===== src/rtl/lt_pkg.sv =====
package lt_pkg;
    typedef enum logic [2:0] {
        LT_IDLE,
        LT_CLKREC,
        LT_ALIGN,
        LT_LIVE,
        LT_HALT
    } lt_state_e;

    localparam int RATE_W = 2;
    localparam logic [1:0] PAT_NONE   = 2'd0;
    localparam logic [1:0] PAT_CLKREC = 2'd1;
    localparam logic [1:0] PAT_ALIGN  = 2'd2;
endpackage


===== src/rtl/lt_lock_eval.sv =====
module lt_lock_eval #(
    parameter int MAX_LANES = 4,
    parameter int LCW       = 3
) (
    input  logic [LCW-1:0]       lane_cnt,
    input  logic [MAX_LANES-1:0] cr_lock,
    input  logic [MAX_LANES-1:0] eq_lock,
    output logic                 cr_all,
    output logic                 eq_all
);
    logic [MAX_LANES-1:0] active;

    for (genvar g = 0; g < MAX_LANES; g++) begin : g_lane
        assign active[g] = (LCW'(g) < lane_cnt);
    end

    // inactive lanes are forced to "locked" so they never block progress
    assign cr_all = &(cr_lock | ~active);
    assign eq_all = &(eq_lock | ~active);
endmodule


===== src/rtl/lt_ladder.sv =====
module lt_ladder #(
    parameter int RATE_W = 2,
    parameter int LCW    = 3
) (
    input  logic [RATE_W-1:0] rate,
    input  logic [RATE_W-1:0] top_rate,
    input  logic [LCW-1:0]    lanes,
    output logic [RATE_W-1:0] next_rate,
    output logic [LCW-1:0]    next_lanes,
    output logic              exhausted
);
    always_comb begin
        next_rate  = rate;
        next_lanes = lanes;
        exhausted  = 1'b0;
        if (rate != '0) begin
            next_rate = rate - RATE_W'(1);
        end else if (lanes > LCW'(1)) begin
            next_rate  = top_rate;
            next_lanes = lanes >> 1;
        end else begin
            exhausted = 1'b1;
        end
    end
endmodule


===== src/rtl/lt_try_count.sv =====
module lt_try_count #(
    parameter int TRIES = 5,
    parameter int CW    = 3
) (
    input  logic          clk,
    input  logic          rst_n,
    input  logic          clear,
    input  logic          step,
    output logic [CW-1:0] count,
    output logic          last
);
    always_ff @(posedge clk or negedge rst_n) begin
        if (!rst_n) begin
            count <= '0;
        end else if (clear) begin
            count <= '0;
        end else if (step) begin
            count <= count + CW'(1);
        end
    end

    assign last = (count == CW'(TRIES - 1));
endmodule


===== src/rtl/link_train_ctrl.sv =====
module link_train_ctrl
    import lt_pkg::*;
#(
    parameter int MAX_LANES = 4,
    parameter int EQ_TRIES  = 5,
    localparam int LOG_L    = $clog2(MAX_LANES),
    localparam int LCW      = LOG_L + 1,
    localparam int LVL_W    = (EQ_TRIES > 1) ? $clog2(EQ_TRIES) : 1
) (
    input  logic                 clk,
    input  logic                 rst_n,
    input  logic                 hpd,
    input  logic [RATE_W-1:0]    cap_rate,
    input  logic [LCW-1:0]       cap_lanes,
    input  logic [MAX_LANES-1:0] cr_lock,
    input  logic [MAX_LANES-1:0] eq_lock,
    output logic [RATE_W-1:0]    rate_sel,
    output logic [LCW-1:0]       lane_cnt,
    output logic [1:0]           pattern_sel,
    output logic [LVL_W-1:0]     eq_level,
    output logic                 link_up,
    output logic                 train_err
);
    lt_state_e          state, state_d;
    logic [RATE_W-1:0]  rate_q, top_q;
    logic [LCW-1:0]     lanes_q, cap_norm;
    logic               cnt_clear, cnt_step, ld_start, ld_fb;
    logic               cr_all, eq_all, last_try, exhausted;
    logic [RATE_W-1:0]  fb_rate;
    logic [LCW-1:0]     fb_lanes;
    logic [LVL_W-1:0]   try_cnt;

    lt_lock_eval #(.MAX_LANES(MAX_LANES), .LCW(LCW)) u_lock (
        .lane_cnt (lanes_q),
        .cr_lock  (cr_lock),
        .eq_lock  (eq_lock),
        .cr_all   (cr_all),
        .eq_all   (eq_all)
    );

    lt_ladder #(.RATE_W(RATE_W), .LCW(LCW)) u_ladder (
        .rate       (rate_q),
        .top_rate   (top_q),
        .lanes      (lanes_q),
        .next_rate  (fb_rate),
        .next_lanes (fb_lanes),
        .exhausted  (exhausted)
    );

    lt_try_count #(.TRIES(EQ_TRIES), .CW(LVL_W)) u_tries (
        .clk   (clk),
        .rst_n (rst_n),
        .clear (cnt_clear),
        .step  (cnt_step),
        .count (try_cnt),
        .last  (last_try)
    );

    // largest power of two not above the advertised count, capped by MAX_LANES
    always_comb begin
        cap_norm = LCW'(1);
        for (int k = 1; k <= LOG_L; k++) begin
            if (cap_lanes >= (LCW'(1) << k)) begin
                cap_norm = LCW'(1) << k;
            end
        end
    end

    // next-state and control decode
    always_comb begin
        state_d   = state;
        cnt_clear = 1'b0;
        cnt_step  = 1'b0;
        ld_start  = 1'b0;
        ld_fb     = 1'b0;
        if (!hpd) begin
            state_d   = LT_IDLE;
            cnt_clear = 1'b1;
        end else begin
            unique case (state)
                LT_IDLE: begin
                    state_d   = LT_CLKREC;
                    ld_start  = 1'b1;
                    cnt_clear = 1'b1;
                end
                LT_CLKREC: begin
                    if (cr_all) begin
                        state_d   = LT_ALIGN;
                        cnt_clear = 1'b1;
                    end else if (last_try) begin
                        cnt_clear = 1'b1;
                        if (exhausted) begin
                            state_d = LT_HALT;
                        end else begin
                            ld_fb = 1'b1;
                        end
                    end else begin
                        cnt_step = 1'b1;
                    end
                end
                LT_ALIGN: begin
                    if (cr_all && eq_all) begin
                        state_d   = LT_LIVE;
                        cnt_clear = 1'b1;
                    end else if (last_try) begin
                        cnt_clear = 1'b1;
                        if (exhausted) begin
                            state_d = LT_HALT;
                        end else begin
                            state_d = LT_CLKREC;
                            ld_fb   = 1'b1;
                        end
                    end else begin
                        cnt_step = 1'b1;
                    end
                end
                LT_LIVE: begin
                    if (!(cr_all && eq_all)) begin
                        state_d   = LT_CLKREC;
                        cnt_clear = 1'b1;
                    end
                end
                LT_HALT: begin
                    state_d = LT_HALT;
                end
                default: begin
                    state_d   = LT_IDLE;
                    cnt_clear = 1'b1;
                end
            endcase
        end
    end

    // state and setting registers
    always_ff @(posedge clk or negedge rst_n) begin
        if (!rst_n) begin
            state   <= LT_IDLE;
            rate_q  <= '0;
            top_q   <= '0;
            lanes_q <= LCW'(1);
        end else begin
            state <= state_d;
            if (ld_start) begin
                rate_q  <= cap_rate;
                top_q   <= cap_rate;
                lanes_q <= cap_norm;
            end else if (ld_fb) begin
                rate_q  <= fb_rate;
                lanes_q <= fb_lanes;
            end
        end
    end

    // outputs from state
    always_comb begin
        rate_sel    = rate_q;
        lane_cnt    = lanes_q;
        pattern_sel = PAT_NONE;
        eq_level    = '0;
        link_up     = 1'b0;
        train_err   = 1'b0;
        unique case (state)
            LT_IDLE: ;
            LT_CLKREC: begin
                pattern_sel = PAT_CLKREC;
                eq_level    = try_cnt;
            end
            LT_ALIGN: begin
                pattern_sel = PAT_ALIGN;
                eq_level    = try_cnt;
            end
            LT_LIVE:  link_up   = 1'b1;
            LT_HALT:  train_err = 1'b1;
            default: ;
        endcase
    end
endmodule


===== config.mk =====
export PLATFORM = sky130hd
export DESIGN_NAME = link_train_ctrl
export DESIGN_NICKNAME = d
export VERILOG_FILES = /design/src/rtl/lt_pkg.sv /design/src/rtl/lt_lock_eval.sv /design/src/rtl/lt_ladder.sv /design/src/rtl/lt_try_count.sv /design/src/rtl/link_train_ctrl.sv
export SDC_FILE = /design/constraint.sdc
export NUM_CORES = 1
export LEC_CHECK = 0
export BUFFER_PORTS_ARGS = -buffer_cell sky130_fd_sc_hd__buf_2
export CORE_MARGIN = 5
export CORE_UTILIZATION = 50
export CTS_CLUSTER_DIAMETER = 150
export CTS_CLUSTER_SIZE = 16
export DETAILED_ROUTE_END_ITERATION = 8
export PLACE_DENSITY = 0.83
export SLEW_MARGIN = 0
export SYNTH_ARGS = -nofsm -noshare
export SYNTH_HDL_FRONTEND = slang
export SYNTH_SLANG_ARGS = --single-unit

===== constraint.sdc =====
create_clock -name clk -period 5.39 [get_ports clk]
set_clock_uncertainty 0.1 [all_clocks]
set_input_delay 0.539 -clock clk [delete_from_list [all_inputs] [get_ports clk]]
set_output_delay 0.539 -clock clk [all_outputs]
set_load 0.03 [all_outputs]

==> key figures <==
Power and ir drop
  • LEAKAGE: 0.0005148 uW
  • Power density over cell area: 523.5 nW/um^2
  • Peak supply drop: roughly 0.28 mV

Route
  • WL per Instance: ~14 um
  • Vias post-DR: roughly 920
  • WL final: about 2300 um
  • Antenna-violating nets left: 0
  • Detailed-router iteration count before antenna repair: 5
  • DRC viols: 0
  • DR iter-0 viols: 29
  • Vias per cell: 5.591

Worst setup path
  • RR Startpoint: lane_cnt[0]
  • Crit path DAT: 1.73 ns
  • Startpoint Class: flip-flop
  • FF-to-FF path depth: 6
  • WS Path Type: flip-flop to output port
  • Worst R2R End: lane_cnt[0]
  • Req. time, crit path: around 4.8 ns
  • Flop2flop setup slack: between 3 and 4 ns
  • Critical-path maximum fanout: 10
  • Critical path endpoint category: output port

Status
  • Status: completed

Synth
  • Gate count after technology mapping: approximately 110
  • Cell Area, Synth: approximately 940 um^2
  • Syn nets: roughly 130
  • Sequential cell area fraction in the yosys report: between 30% and 40%
  • Syn Area/Cell: between 8 and 9 um^2
  • Ys async rst share: 100.0%
  • Most used DFF post-synth: dfrtp_1
  • #FFs+latches synth: 13
  • Yosys warnings: 0
  • EDFF count, synth: 0
  • Synth unique cells: 40

Timing
  • Rel. slew slack: around 63%
  • Final Setup Violations: 0
  • Tmin final: between 2 and 2.5 ns
  • Tcrit/Tclk final: a little over two fifths
  • Max Freq: approximately 420 MHz
  • RSZ-0062 raised after global routing: no
  • Final Hold Vio Count: 0
  • Setup TNS: 0 ns
  • Worst Tran Pin Value: ~0.56 ns
  • Max-slew violation count: 0

Clock tree
  • Latest clock arrival within the worst-skew pair: roughly 0.27 ns
  • Hold bufs inserted after CTS: 0
  • # resized after CTS: 0
  • Clock transition at path regs: approximately 0.080 ns
  • H-tree lvl count: 1
  • Worst-case clock buffer depth: 2
  • Post-CTS setup buffer count: 0
  • Root buffer cell: clkbuf_4
  • Clock sinks: 13
  • CTS buffer count: 3
  • CTS tree: done

Final layout
  • Multi-input gate area: 589.3 um^2
  • Commonest non-fill, non-tap cell in the layout: buf_2
  • Final instance area: 1122 um^2
  • N_diodes: 0
  • Layout area overhead: 18.81%
  • Post-Layout Cell Count: between 150 and 200
  • Fillers: 164
  • Share of cells above drive strength 1: between 20% and 30%
  • Sequential Area: 326.6 um^2
  • Final #Nets: 158
  • Most frequent cells in the layout: buf_2, nand2_1, dfrtp_1

Die
  • Core Area: 1764 um^2
  • Die width: roughly 53 um
  • Row count: 15
  • Die Height: 53.47 um
  • Starting Density: 53.55%
  • I/O pin total: 28
  • Die area: approximately 2900 um^2

Flow run
  • Max Cap Viol: 0

Placement
  • HPWL Detailed: ~1800 um
  • Placed insts: 160
  • Placer Congestion: between 0.8 and 0.9
  • Port Buffers: 26
  • Dpl cell area: 1096 um^2

Global routing
  • Vias in the first global route: 842
  • Total track usage: between 10% and 20%
  • Largest net degree at the start of global routing: 14
  • First-pass GRT wire length: ~3700 um
  • Global route total overflow: 0
  • Initial antenna violation count: 0

Min path
  • Worst Hold Class: primary input to async pin
power breakdown:
group          total (uW)  switching, uW  internal, uW  leakage [uW]
clock network        58.3           29.7          28.7     0.0000150
registers             184           48.8           135      0.000167
logic                 345            223           122      0.000333
total                 587            302           286      0.000515
worst max path at each step:
| stage | from | endpoint | slack, ns | depth (start not counted) |
|---|---|---|---|---|
| 6_report | state[0] | eq_level[1] | 3.02 | 4 |
| 5_1_grt | state[0] | eq_level[0] | 2.90 | 4 |
| 4_1_cts | state[1] | eq_level[0] | 3.03 | 4 |
| 3_3_place_gp | cr_lock[2] | lane_cnt[0] | 3.19 | 7 |
| 3_5_place_dp | cr_lock[2] | lane_cnt[0] | 3.12 | 7 |
| 2_1_floorplan | state[2] | lane_cnt[0] | 3.20 | 6 |
logic make-up (layout without fill, tap and decap cells):
logic type / count (synthesis) / count (layout) / synth area share (%)
AOI/OAI and AO/OA: 24 / 24 / 21.72
adders and majority gates: 2 / 2 / 2.649
DFF: 13 / 13 / 34.57
buffers and inverters: 7 / 35 / 3.047
muxes: 1 / 1 / 1.060
and+or+nand+nor: 64 / 64 / 36.95
critical path, stage by stage, from the launching register on:
cell and delay [ns]:
dfrtp_1 0.52, nand2b_1 0.20, a21oi_2 0.37, and2_1 0.17
buf_2 0.19
cells in the mapped netlist, drive strengths merged, types with 2 or more instances:
cell    count  area [um^2]
nand2      13        51.30
dfrtp      12        300.3
nor2       10        37.54
nand3       8        40.04
nand2b      7        43.79
a21oi       5        28.78
and2        5        31.28
inv         5        18.77
nor2b       4        25.02
nor3        4        20.02
o21ai       4        20.02
or3         4        25.02
o311ai      3        33.79
or2         3        21.27
buf         2        10.01
ha          2        25.02
nor3b       2        20.02
o211ai      2        15.01
o221ai      2        17.52
o22ai       2        18.77
layer usage:
layer | vias to the layer above | part of all wire [%] | global-route usage (%) | wire, um
met5 | - | 0 | 0 | 0
met3 | 4 | 4.0 | 1.690 | 90
met1 | 432 | 45 | 22.43 | 1014
li1 | 456 | - | - | -
met2 | 25 | 50 | 29.80 | 1145
met4 | 0 | 1.1 | 6.383 | 25
flip-flops by register name, summed over array words and instances (netlist names):
name,count
u_tries.count,3
state,3
rate_sel,2
top_q,2
lane_cnt,3
cell type report:
type / count / share of cell area, %
inverter: 5 / 1.672
multi-input combinational: 91 / 52.51
timing repair buffer: 26 / 11.59
clock buffer: 4 / 2.341
tap: 25 / 2.787
sequential: 13 / 29.10
per-stage QoR:
step | setup WS [ns] | util, % | power (uW) | hold WS, ns
2_1_floorplan | 3.202 | - | 442.0 | 0.1434
3_3_place_gp | 3.193 | 62.13 | 516.3 | 0.3357
3_5_place_dp | 3.122 | 62.13 | 527.1 | 0.3414
4_1_cts | 3.025 | 63.62 | 587.2 | 0.04183
5_1_grt | 2.897 | 63.62 | 637.4 | 0.04656
6_report | 3.021 | 63.62 | 587.5 | 0.03641
No activity file was read; power rests on OpenSTA's default activity.
